### config.mk
export PLATFORM = sky130hd
export DESIGN_NAME = ecc_syndrome_decoder
export DESIGN_NICKNAME = d
export VERILOG_FILES = /design/src/rtl/ecc_syn_pkg.sv /design/src/rtl/ecc_syn_popcount.sv /design/src/rtl/ecc_syn_classify.sv /design/src/rtl/ecc_syndrome_decoder.sv
export SDC_FILE = /design/constraint.sdc
export NUM_CORES = 1
export LEC_CHECK = 0
export BUFFER_PORTS_ARGS = -buffer_cell sky130_fd_sc_hd__buf_2
export CELL_PAD_IN_SITES_DETAIL_PLACEMENT = 1
export CELL_PAD_IN_SITES_GLOBAL_PLACEMENT = 1
export CORE_ASPECT_RATIO = 1.4
export CORE_UTILIZATION = 44
export DETAILED_ROUTE_END_ITERATION = 16
export GPL_TIMING_DRIVEN = 1
export HOLD_SLACK_MARGIN = 0.1
export MAX_ROUTING_LAYER = met4
export PLACE_DENSITY_LB_ADDON = 0.12
export SYNTH_ARGS = -nofsm -noshare
export SYNTH_HDL_FRONTEND = slang
export SYNTH_SLANG_ARGS = --single-unit
### constraint.sdc
create_clock -name clk -period 11.5 [get_ports clk]
set_input_delay 1.725 -clock clk [delete_from_list [all_inputs] [get_ports clk]]
set_output_delay 1.725 -clock clk [all_outputs]
set_load 0.02 [all_outputs]
### src/rtl/ecc_syn_pkg.sv
package ecc_syn_pkg;
   localparam int BYTE_W = 8;
   localparam int BIT_W  = 3;

   typedef enum logic [1:0] {
      ST_CLEAN = 2'd0,
      ST_FIXED = 2'd1,
      ST_CODE  = 2'd2,
      ST_MULTI = 2'd3
   } ecc_status_e;

   typedef enum logic [2:0] {
      F_IDLE, F_STAGE, F_EVAL, F_READ, F_MODIFY, F_WRITE
   } ecc_fsm_e;
endpackage

### src/rtl/ecc_syn_popcount.sv
module ecc_syn_popcount #(
   parameter int W     = 24,
   parameter int CNT_W = $clog2(W + 1)
) (
   input  logic [W-1:0]     vec,
   output logic [CNT_W-1:0] ones
);
   always_comb begin
      ones = '0;
      for (int i = 0; i < W; i++)
         ones = ones + CNT_W'(vec[i]);
   end
endmodule

### src/rtl/ecc_syn_classify.sv
module ecc_syn_classify
   import ecc_syn_pkg::*;
#(
   parameter int CODE_BYTES = 3,
   parameter int IDX_W      = 8,
   localparam int SYN_W     = CODE_BYTES * BYTE_W,
   localparam int ROW_PAIRS = IDX_W / 2,
   localparam int LOC_W     = BIT_W + IDX_W,
   localparam int FIX_WT    = LOC_W,
   localparam int CNT_W     = $clog2(SYN_W + 1)
) (
   input  logic [SYN_W-1:0] syn,
   output ecc_status_e      st,
   output logic [IDX_W-1:0] idx,
   output logic [BIT_W-1:0] bitp
);
   logic [CNT_W-1:0] wt;
   logic [LOC_W-1:0] loc;

   ecc_syn_popcount #(.W(SYN_W), .CNT_W(CNT_W)) u_pop (.vec(syn), .ones(wt));

   // Column parity bits: odd bits of syndrome byte 0 starting at bit 3.
   for (genvar j = 0; j < BIT_W; j++) begin : g_col
      assign loc[j] = syn[2*j + 3];
   end
   // Row parity bits: low half from byte 2, high half from byte 1.
   for (genvar j = 0; j < ROW_PAIRS; j++) begin : g_row
      assign loc[BIT_W + j]             = syn[2*BYTE_W + 2*j + 1];
      assign loc[BIT_W + ROW_PAIRS + j] = syn[BYTE_W + 2*j + 1];
   end

   always_comb begin
      st   = ST_MULTI;
      idx  = '0;
      bitp = '0;
      if (wt == '0)
         st = ST_CLEAN;
      else if (wt == CNT_W'(1))
         st = ST_CODE;
      else if (wt == CNT_W'(FIX_WT)) begin
         st   = ST_FIXED;
         idx  = loc[LOC_W-1:BIT_W];
         bitp = loc[BIT_W-1:0];
      end
   end
endmodule

### src/rtl/ecc_syndrome_decoder.sv
module ecc_syndrome_decoder
   import ecc_syn_pkg::*;
#(
   parameter int CODE_BYTES  = 3,
   parameter int CHUNK_BYTES = 256,
   parameter bit POP_REG     = 1'b0,
   localparam int SYN_W      = CODE_BYTES * BYTE_W,
   localparam int IDX_W      = $clog2(CHUNK_BYTES)
) (
   input  logic              clk,
   input  logic              rst_n,
   input  logic              start,
   input  logic              fix_req,
   input  logic [SYN_W-1:0]  calc_code,
   input  logic [SYN_W-1:0]  stored_code,
   output logic              done,
   output logic [1:0]        status,
   output logic [IDX_W-1:0]  err_byte,
   output logic [BIT_W-1:0]  err_bit,
   output logic [IDX_W-1:0]  mem_addr,
   output logic              mem_rd,
   input  logic [BYTE_W-1:0] mem_rdata,
   output logic              mem_wr,
   output logic [BYTE_W-1:0] mem_wdata
);
   if (CODE_BYTES != 3) begin : g_bad_code
      $error("code must span three bytes");
   end
   if (IDX_W != 2 * (CODE_BYTES - 1) * 2) begin : g_bad_chunk
      $error("chunk size must match the row parity pairs");
   end

   ecc_fsm_e          state;
   logic [SYN_W-1:0]  syn_q;
   logic              fix_q;
   ecc_status_e       c_st, v_st;
   logic [IDX_W-1:0]  c_idx, v_idx;
   logic [BIT_W-1:0]  c_bit, v_bit;
   logic [BYTE_W-1:0] mask_q;
   logic              done_q, rd_q, wr_q;
   logic [1:0]        status_q;
   logic [IDX_W-1:0]  byte_q, addr_q;
   logic [BIT_W-1:0]  bit_q;
   logic [BYTE_W-1:0] wdata_q;

   ecc_syn_classify #(.CODE_BYTES(CODE_BYTES), .IDX_W(IDX_W)) u_cls (
      .syn(syn_q), .st(c_st), .idx(c_idx), .bitp(c_bit)
   );

   if (POP_REG) begin : g_stage
      always_ff @(posedge clk or negedge rst_n) begin
         if (!rst_n) begin
            v_st  <= ST_CLEAN;
            v_idx <= '0;
            v_bit <= '0;
         end else begin
            v_st  <= c_st;
            v_idx <= c_idx;
            v_bit <= c_bit;
         end
      end
   end else begin : g_direct
      assign v_st  = c_st;
      assign v_idx = c_idx;
      assign v_bit = c_bit;
   end

   always_ff @(posedge clk or negedge rst_n) begin
      if (!rst_n) begin
         state    <= F_IDLE;
         syn_q    <= '0;
         fix_q    <= 1'b0;
         mask_q   <= '0;
         done_q   <= 1'b0;
         rd_q     <= 1'b0;
         wr_q     <= 1'b0;
         status_q <= 2'd0;
         byte_q   <= '0;
         bit_q    <= '0;
         addr_q   <= '0;
         wdata_q  <= '0;
      end else begin
         done_q <= 1'b0;
         case (state)
            F_IDLE: if (start) begin
               syn_q <= calc_code ^ stored_code;
               fix_q <= fix_req;
               state <= POP_REG ? F_STAGE : F_EVAL;
            end
            F_STAGE: state <= F_EVAL;
            F_EVAL: begin
               status_q <= v_st;
               byte_q   <= v_idx;
               bit_q    <= v_bit;
               if (v_st == ST_FIXED && fix_q) begin
                  addr_q <= v_idx;
                  mask_q <= BYTE_W'(1) << v_bit;
                  rd_q   <= 1'b1;
                  state  <= F_READ;
               end else begin
                  done_q <= 1'b1;
                  state  <= F_IDLE;
               end
            end
            F_READ: begin
               rd_q  <= 1'b0;
               state <= F_MODIFY;
            end
            F_MODIFY: begin
               wr_q    <= 1'b1;
               wdata_q <= mem_rdata ^ mask_q;
               state   <= F_WRITE;
            end
            F_WRITE: begin
               wr_q   <= 1'b0;
               done_q <= 1'b1;
               state  <= F_IDLE;
            end
            default: state <= F_IDLE;
         endcase
      end
   end

   assign done      = done_q;
   assign status    = status_q;
   assign err_byte  = byte_q;
   assign err_bit   = bit_q;
   assign mem_addr  = addr_q;
   assign mem_rd    = rd_q;
   assign mem_wr    = wr_q;
   assign mem_wdata = wdata_q;
endmodule

==> reports/metrics.cfg, run 1 <==
[run_status]
status = complete, no violations

[timing]
fin_crit_sh = 0.517
worst_pin_slew_ns = 1.04
drv_slew = 0
grt_setup_unrepaired = false
finalHoldViolCount = 0
clock.fmax_mhz = 168
relSlewSlack = 0.304
period_minus_slack_ns = 5.94
setup_tns_ns = 0
setup_viol = 0
skew_ns = 0.00879

[layout]
diodes = 0
nets = 493
drive_above_1_share = 0.320
area_delta_synth_final_pct = 20.8
design_area_sq_mm = 0.00423

[synth]
synth_nets = 401
synth-simple-area-share = 0.102
synth_fa_ha_area_frac = 0.119
yosysWarnings = 0
synth_top_family_by_area = adder cells
yosys-top-cells-count = dfrtp_1, inv_1, nor2_1
avgSynthCellArea_sq_um = 11.0
synth_compound_area_frac = 0.0939
synth_area_leaders = dfrtp_1, fa_1, xnor2_1, inv_1, mux2_2
ys_ff_latch = 68
asyncSetResetFlopFracSynth = 1.00
synth-edff-count = 0
synthFlopType = dfrtp_1
synth_xor_area_frac = 0.0800
syn_area_sq_mm = 0.00350
synth_top_area_frac = 0.486
postSynthCellCount = 318
ys_seq_area_frac = 0.486
synth.distinct_cells = 34
yosysTopAreaCell = dfrtp_1
synthMuxAreaShare = 0.0621
yosysMostFrequentCell = dfrtp_1

[critical_path]
crit_path_start_kind = register
r2r-end = mask_q[6]$_DFFE_PN0P_
r2r_slack_ns = 5.56
cp.arrival_ns = 6.17
endpoint = mask_q[6]$_DFFE_PN0P_
cp_data_required_time_ns = 11.73
worstSetupEndpointType = register
critPathMaxFanout = 19
critPathKind = reg -> reg
crit_start = syn_q[5]$_DFFE_PN0P_
r2r-start = syn_q[5]$_DFFE_PN0P_
rr_worst_depth = 16

[cts]
htreeDepth = 3
cts_sinks = 68
clock_latency_ns = 0.35
cts_tree = built
hold_buffers = 0
postCtsSetupBuffers = 0
cts-buffers-inserted = 9
max-clock-path-buffers = 2
path_clk_slew_ns = 0.07
cts_resized = 0
root_buffer = clkbuf_8

[grt]
grtUsageTotal = 0.204
grt_max_degree = 69
grt-ovfl-total = 0
grt_pass1_wl_microns = 12400
grt_pass1_vias = 2633
grt_antenna_before_repair = 0

[hold_path]
hold_start = mem_wr$_DFFE_PN0P_
worst_hold_path_type = reg -> reg

[detailed_routing]
post-route-drc-count = 0
drt_wl_total_microns = 7340
dr.pass1.iters = 4
drt-wirelength-per-cell_microns = 14.3
ant_nets = 0
drt_iter0_markers = 116
via_per_inst = 4.88
dr_total_vias = 2504

[placed_design]
io_buffers = 91
gp_congestion = 0.781
place_area_sq_mm = 0.00406
detailed_place_hpwl_microns = 5620

[die]
initial_core_util = 0.452
rows = 38
core-area_sq_mm = 0.00775
fp.dieH_microns = 108
die_w_microns = 77.4
io_pins = 92
die_area_sq_mm = 0.00833

[run]
maxCapViolations = 0

[stage by stage]
step | util | cells | hold slack [ns] | setup slack [ns]
detailed placement | 0.524 | 499 | 0.479 | 5.49
global route | 0.546 | 513 | 0.518 | 5.18
CTS | 0.546 | 513 | 0.495 | 5.49
finish | 0.546 | 513 | 0.482 | 5.56
global placement | 0.524 | 499 | 0.456 | 5.72
floorplan | - | 318 | 0.478 | 6.34
[worst min-delay path by stage]
stage	end	slack [ns]	cells after the start
after CTS	mem_wr$_DFFE_PN0P_	0.49	1
after global placement	mem_wr$_DFFE_PN0P_	0.46	1
after global routing	mem_wr$_DFFE_PN0P_	0.52	1
final	mem_wr$_DFFE_PN0P_	0.48	1
after detailed placement	mem_wr$_DFFE_PN0P_	0.48	1
after floorplan	state[1]$_DFFE_PN0P_	0.48	1
[cells by family after synthesis]
family,after synthesis
DFF,68
muxes,17
buffers and inverters,52
and+or+nand+nor,69
xor gates and xnor gates,32
adders and majority gates,23
AOI/OAI and AO/OA,57
[state kept, by name, indices dropped and copies added, names as in the netlist]
name / cells
done: 1
err_bit: 3
err_byte: 8
fix_q: 1
mask_q: 8
mem_addr: 8
mem_rd: 1
mem_wdata: 8
mem_wr: 1
state: 3
status: 2
syn_q: 24
[critical path, stage by stage, from the launching register on]
cell,delay (ns)
dfrtp_1,0.41
inv_1,0.14
fa_1,0.55
inv_1,0.05
fa_1,0.46
fa_1,0.50
fa_1,0.52
inv_1,0.05
fa_1,0.47
inv_1,0.05
ha_1,0.21
fa_1,0.40
a211o_1,0.29
a21oi_2,0.22
nor4b_4,0.69
nand3_4,0.38
mux2_4,0.42
[metal layers]
metal,vias up,GRT usage,routed length [microns]
li1,1214,-,-
met1,1208,0.223,3060
met2,69,0.358,3830
met3,13,0.0305,272
met4,0,0.109,182
met5,-,-,0
[cell type report]
cell class	instances	area (sq um)
fill	893	3520
clock inverter	3	40.0
inverter	40	150
sequential	68	1700
tap	100	125
multi-input combinational	198	1610
timing repair buffer	93	470
clock buffer	11	131
[layout by cell type, fill, tap and decap left out, types with 2 or more instances in the layout]
| cell type | synthesis | layout |
|---|---|---|
| buf_2 | 0 | 91 |
| dfrtp_1 | 68 | 68 |
| inv_1 | 40 | 40 |
| nor2_1 | 26 | 26 |
| a21oi_1 | 22 | 22 |
| o21ai_0 | 21 | 21 |
| xnor2_1 | 21 | 21 |
| fa_1 | 17 | 17 |
| nand2_1 | 15 | 15 |
| xor2_1 | 11 | 11 |
| mux2_2 | 10 | 10 |
| clkbuf_8 | 0 | 9 |
| nand3_1 | 8 | 8 |
| mux2_4 | 7 | 7 |
| ha_1 | 6 | 6 |
| and3_1 | 4 | 4 |
| nor2b_1 | 4 | 4 |
| a31o_2 | 4 | 4 |
| nor3_1 | 4 | 4 |
| nand3b_1 | 2 | 2 |
| o31ai_1 | 2 | 2 |
| a31oi_1 | 2 | 2 |
| clkinv_2 | 0 | 2 |
| clkbuf_1 | 11 | 2 |
| buf_4 | 0 | 2 |
Power of run 1 is not shown: default switching activity piles up to over one toggle a cycle in this logic, so the estimate is an artifact.
==> run 2: changes to the inputs <==
--- a/config.mk
+++ b/config.mk
@@ -9,7 +9,7 @@
 export CELL_PAD_IN_SITES_DETAIL_PLACEMENT = 1
 export CELL_PAD_IN_SITES_GLOBAL_PLACEMENT = 1
 export CORE_ASPECT_RATIO = 1.4
-export CORE_UTILIZATION = 44
+export CORE_UTILIZATION = 41
 export DETAILED_ROUTE_END_ITERATION = 16
 export GPL_TIMING_DRIVEN = 1
 export HOLD_SLACK_MARGIN = 0.1
==> constraint.sdc (replaced) <==
create_clock -name clk -period 5.6 [get_ports clk]
set_input_delay 0.84 -clock clk [delete_from_list [all_inputs] [get_ports clk]]
set_output_delay 0.84 -clock clk [all_outputs]
set_load 0.02 [all_outputs]
==> run 2 against run 1 <==
Compared with the run above:
- register-to-register slack lost 5.3 ns
- first-iteration DRC count shrank 54%
- count of clock-buffer cells in the layout grew 1
- cell area grew 4.0%
- wire length grew 6.3%
- critical path depth grew 1
- clock skew shrank 0.0049 ns
- flip-flop and latch count is the same
- critical endpoint unchanged
==> reports/metrics.cfg, run 2 (same netlist as run 1, synthesis figures left out) <==
[layout]
diodes = 0
finalCoreUtilization = 0.534
regMostFlops = syn_q
nets = 497
largest_reg_flops = 24
layout_commonest_cell = buf_2
drive_above_1_share = 0.337
area_delta_synth_final_pct = 25.6
layout_common_cells = buf_2, dfrtp_1, inv_1, nor2_1, a21oi_1

[critical_path]
cp_data_required_time_ns = 5.82
cpMostUsedCell = fa_1
crit_path_start_kind = register
r2r_slack_ns = 0.29
r2r-end = mask_q[6]$_DFFE_PN0P_
r2r-start = syn_q[7]$_DFFE_PN0P_
path_depth = 17
worstSetupEndpointType = register
cp_slowest_cell = fa_1
path_delay_family = adder cells
rr_worst_depth = 17
path_cells = inv_2 -> fa_1 -> inv_1 -> fa_1 -> fa_1 -> fa_1 -> inv_1 -> fa_1 -> inv_1 -> ha_1 -> fa_1 -> a211o_1 -> a21oi_2 -> nor4b_4 -> nand3_4 -> buf_12 -> mux2_4
critPathKind = reg -> reg
critPathBufInv = 5
cp.arrival_ns = 5.53
cpPeakStageDelay_ns = 0.52
critPathMaxFanout = 19

[grt]
grtUsageTotal = 0.199
grt_pass1_wl_microns = 12700
grt_pass1_vias = 2675
grt_antenna_before_repair = 0
grt-ovfl-total = 0
grt_max_degree = 69

[cts]
max-clock-path-buffers = 2
cts_tree = built
path_clk_slew_ns = 0.05
root_buffer = clkbuf_16
cts_sinks = 68
hold_buffers = 0
cts-buffers-inserted = 9
htreeDepth = 3
clock_latency_ns = 0.33

[run]
maxCapViolations = 0

[timing]
finalHoldViolCount = 0
relSlewSlack = 0.332
fin_crit_sh = 0.949
worst_pin_slew_ns = 0.999
setup_viol = 0
clock.fmax_mhz = 188
drv_slew = 0
period_minus_slack_ns = 5.31
skew_ns = 0.00385

[die]
rows = 39
die_area_sq_mm = 0.00892
initial_core_util = 0.425
fp.dieH_microns = 111
die_w_microns = 80.1
io_pins = 92
core-area_sq_mm = 0.00825

[placed_design]
io_buffers = 91
detailed_place_hpwl_microns = 5620
gp_congestion = 0.855

[run_status]
status = complete, no violations

[detailed_routing]
ant_nets = 0
dr_total_vias = 2532
drt_wl_total_microns = 7810
dr.pass1.iters = 4
post-route-drc-count = 0
drt-wirelength-per-cell_microns = 15.0
drt_iter0_markers = 53
via_per_inst = 4.86

[hold_path]
hold-path-endpoint = mem_rd$_DFFE_PN0P_
hold_start = mem_rd$_DFFE_PN0P_
worst_hold_path_type = reg -> reg
holdPathStages = 2

==> run 2: changes by cell type in the layout (fill, tap and decap cells not counted), sizes merged <==
| cell | change |
|---|---|
| buf | +4 |
| clkbuf | +1 |
| clkinv | +1 |
==> run 2: per-layer routing <==
metal,global-route usage,vias to the layer above,share of wire
met5,-,-,0
met4,0.0929,0,0.025
met3,0.0467,15,0.043
met2,0.337,73,0.54
met1,0.217,1215,0.40
li1,-,1229,-
==> run 2: timing repair <==
item                                    4_1_cts  5_1_grt
endpoints found under the setup margin        0       17
setup buffers                                 0        1
resized for setup                             0        3
==> run 2: worst max-delay path by stage <==
| stage | slack (ns) | start | endpoint |
|---|---|---|---|
| floorplan | 0.44 | syn_q[5]$_DFFE_PN0P_ | mask_q[2]$_DFFE_PN0P_ |
| global placement | 0.31 | syn_q[5]$_DFFE_PN0P_ | mem_addr[7]$_DFFE_PN0P_ |
| detailed placement | 0.14 | syn_q[5]$_DFFE_PN0P_ | mask_q[6]$_DFFE_PN0P_ |
| CTS | 0.09 | syn_q[5]$_DFFE_PN0P_ | mask_q[6]$_DFFE_PN0P_ |
| global route | -0.004 | syn_q[7]$_DFFE_PN0P_ | mask_q[3]$_DFFE_PN0P_ |
| finish | 0.29 | syn_q[7]$_DFFE_PN0P_ | mask_q[6]$_DFFE_PN0P_ |
==> run 2: final cells by class <==
| type | instances | area, sq um |
|---|---|---|
| timing repair buffer | 97 | 513 |
| multi-input combinational | 198 | 1610 |
| fill | 916 | 3850 |
| clock inverter | 4 | 48.8 |
| sequential | 68 | 1700 |
| inverter | 40 | 150 |
| clock buffer | 12 | 246 |
| tap | 102 | 128 |
==> run 2: per-stage QoR <==
step | worst slack (ns) | instance area, sq um | setup TNS, ns | instances | hold WS, ns
2_1_floorplan | 0.441 | 3500 | 0 | 318 | 0.478
3_3_place_gp | 0.309 | 4080 | 0 | 504 | 0.455
3_5_place_dp | 0.145 | 4080 | 0 | 504 | 0.463
4_1_cts | 0.0884 | 4380 | 0 | 520 | 0.491
5_1_grt | -0.00417 | 4400 | -0.0105 | 521 | 0.510
6_report | 0.288 | 4400 | 0 | 521 | 0.484
==> run 2: worst register-to-register path, cell delays in order (launching register included) <==
cell and delay, ns:
dfrtp_1 0.42, inv_2 0.10, fa_1 0.52, inv_1 0.05
fa_1 0.46, fa_1 0.49, fa_1 0.51, inv_1 0.05
fa_1 0.48, inv_1 0.05, ha_1 0.21, fa_1 0.42
a211o_1 0.30, a21oi_2 0.20, nor4b_4 0.31, nand3_4 0.12
buf_12 0.18, mux2_4 0.31
Power of run 2 is left out for the same reason.
==> run 3: changes to the inputs <==
--- a/config.mk
+++ b/config.mk
@@ -15,6 +15,7 @@
 export HOLD_SLACK_MARGIN = 0.1
 export MAX_ROUTING_LAYER = met4
 export PLACE_DENSITY_LB_ADDON = 0.12
+export SETUP_SLACK_MARGIN = 0.3
 export SYNTH_ARGS = -nofsm -noshare
 export SYNTH_HDL_FRONTEND = slang
 export SYNTH_SLANG_ARGS = --single-unit
==> run 3 against run 2 <==
Compared with the run above:
- worst setup slack improved by 0.15 ns
- flip-flop and latch count unchanged
- cell area rose by 2.8%
- register-to-register slack improved by 0.15 ns
- hold slack better by 0.0016 ns
- critical endpoint is now mem_addr[6]$_DFFE_PN0P_
==> reports/metrics.cfg, run 3 (same netlist as run 1, synthesis figures left out) <==
[die]
die_area_sq_mm = 0.00892
initial_core_util = 0.425
core-area_sq_mm = 0.00825
fp.dieH_microns = 111
die_w_microns = 80.1
rows = 39
io_pins = 92

[timing]
skew_ns = 0.00470
clock.fmax_mhz = 194
fin_crit_sh = 0.922
drv_slew = 0
setup_tns_ns = 0
grt_setup_unrepaired = true
period_minus_slack_ns = 5.16
relSlewSlack = 0.336
finalHoldViolCount = 0
worst_pin_slew_ns = 0.993
setup_viol = 0

[detailed_routing]
dr.pass1.iters = 4
drt-wirelength-per-cell_microns = 15.5
ant_nets = 0
drt_wl_total_microns = 8240
post-route-drc-count = 0
dr_total_vias = 2614
via_per_inst = 4.93
drt_iter0_markers = 71

[layout]
area_delta_synth_final_pct = 29.1
nets = 506
largest_reg_flops = 24
diodes = 0
layout_common_cells = buf_2, dfrtp_1, inv_1, nor2_1, a21oi_1
regMostFlops = syn_q
drive_above_1_share = 0.357
fill_cells = 912
layout_commonest_cell = buf_2

[placed_design]
gp_congestion = 0.855
io_buffers = 91
detailed_place_hpwl_microns = 5620

[run_status]
status = complete, no violations

[critical_path]
r2r-start = syn_q[13]$_DFFE_PN0P_
r2r_slack_ns = 0.44
critPathMaxFanout = 7
rr_worst_depth = 17
crit_path_start_kind = register
cpPeakStageDelay_ns = 0.55
cp_slowest_cell = fa_1
cp_data_required_time_ns = 5.81
critPathKind = reg -> reg
r2r-end = mem_addr[6]$_DFFE_PN0P_
cpMostUsedCell = fa_1
path_cells = fa_1 -> inv_1 -> fa_1 -> inv_2 -> fa_1 -> fa_1 -> inv_1 -> fa_1 -> inv_2 -> ha_4 -> fa_2 -> a211o_1 -> a21oi_2 -> nor4b_4 -> nand3_4 -> clkbuf_16 -> mux2_2
worstSetupEndpointType = register
cp.arrival_ns = 5.37

[cts]
path_clk_slew_ns = 0.05
cts_sinks = 68
cts_tree = built
cts-buffers-inserted = 9
root_buffer = clkbuf_16
max-clock-path-buffers = 2
clock_latency_ns = 0.33
htreeDepth = 3

[grt]
grt-ovfl-total = 0
grtUsageTotal = 0.201
grt_pass1_wl_microns = 12800
grt_pass1_vias = 2705
grt_antenna_before_repair = 0
grt_max_degree = 69

[hold_path]
hold-path-endpoint = mem_rd$_DFFE_PN0P_
worst_hold_path_type = reg -> reg
hold_start = mem_rd$_DFFE_PN0P_
holdPathStages = 2

[run]
maxCapViolations = 0

## run 3: cell count changes in the layout (fill, tap and decap cells not counted)
| cell | delta |
|---|---|
| buf_4 | +7 |
| clkbuf_16 | +2 |
| fa_1 | -1 |
| fa_2 | +1 |
| ha_1 | -1 |
| ha_4 | +1 |
| o31ai_1 | -1 |
| o31ai_2 | +1 |
## run 3: worst max path at each step
stage / end / from / cells past startpoint
global placement: mem_addr[7]$_DFFE_PN0P_ / syn_q[5]$_DFFE_PN0P_ / 16
floorplan: mask_q[2]$_DFFE_PN0P_ / syn_q[5]$_DFFE_PN0P_ / 17
CTS: mask_q[6]$_DFFE_PN0P_ / syn_q[11]$_DFFE_PN0P_ / 17
detailed placement: mask_q[6]$_DFFE_PN0P_ / syn_q[5]$_DFFE_PN0P_ / 16
finish: mem_addr[6]$_DFFE_PN0P_ / syn_q[13]$_DFFE_PN0P_ / 17
global route: mem_addr[6]$_DFFE_PN0P_ / syn_q[13]$_DFFE_PN0P_ / 17
## run 3: layout make-up
| cell class | instances | area, sq um | area share |
|---|---|---|---|
| Timing Repair Buffer | 106 | 616 | 0.136 |
| Clock buffer | 12 | 246 | 0.0545 |
| Inverter | 40 | 150 | 0.0332 |
| Tap cell | 102 | 128 | 0.0282 |
| Multi-Input combinational cell | 198 | 1630 | 0.361 |
| Sequential cell | 68 | 1700 | 0.376 |
| Clock inverter | 4 | 48.8 | 0.0108 |
## run 3: what timing repair did
item,CTS,global route
setup endpoints to repair,17,29
pin swaps,2,7
hold buffers,0,0
gates resized for setup,0,7
cloned,0,2
buffers inserted,5,3
## run 3: through the flow
stage	worst slack [ns]	hold slack (ns)	instance area, sq um	utilization	instances
floorplan	0.441	0.478	3500	-	318
global placement	0.309	0.455	4080	0.495	504
detailed placement	0.145	0.463	4080	0.495	504
CTS	0.333	0.490	4430	0.537	525
global route	0.206	0.509	4520	0.548	530
finish	0.437	0.486	4520	0.548	530
## run 3: critical path: cells and delay by family, from the launching register on
family	cells	cell delay [ns]
compound gates	2	0.42
flops	1	0.44
fa+ha+maj	7	3.02
simple gates	2	0.48
mux	1	0.28
buf+inv	5	0.39
## run 3: routing by layer
| metal | share of wire | wire, microns | global-route usage |
|---|---|---|---|
| met5 | 0 | 0 | - |
| met4 | 0.024 | 199 | 0.0929 |
| met2 | 0.55 | 4530 | 0.341 |
| met3 | 0.038 | 316 | 0.0467 |
| met1 | 0.39 | 3190 | 0.217 |
Power of run 3 is left out for the same reason.
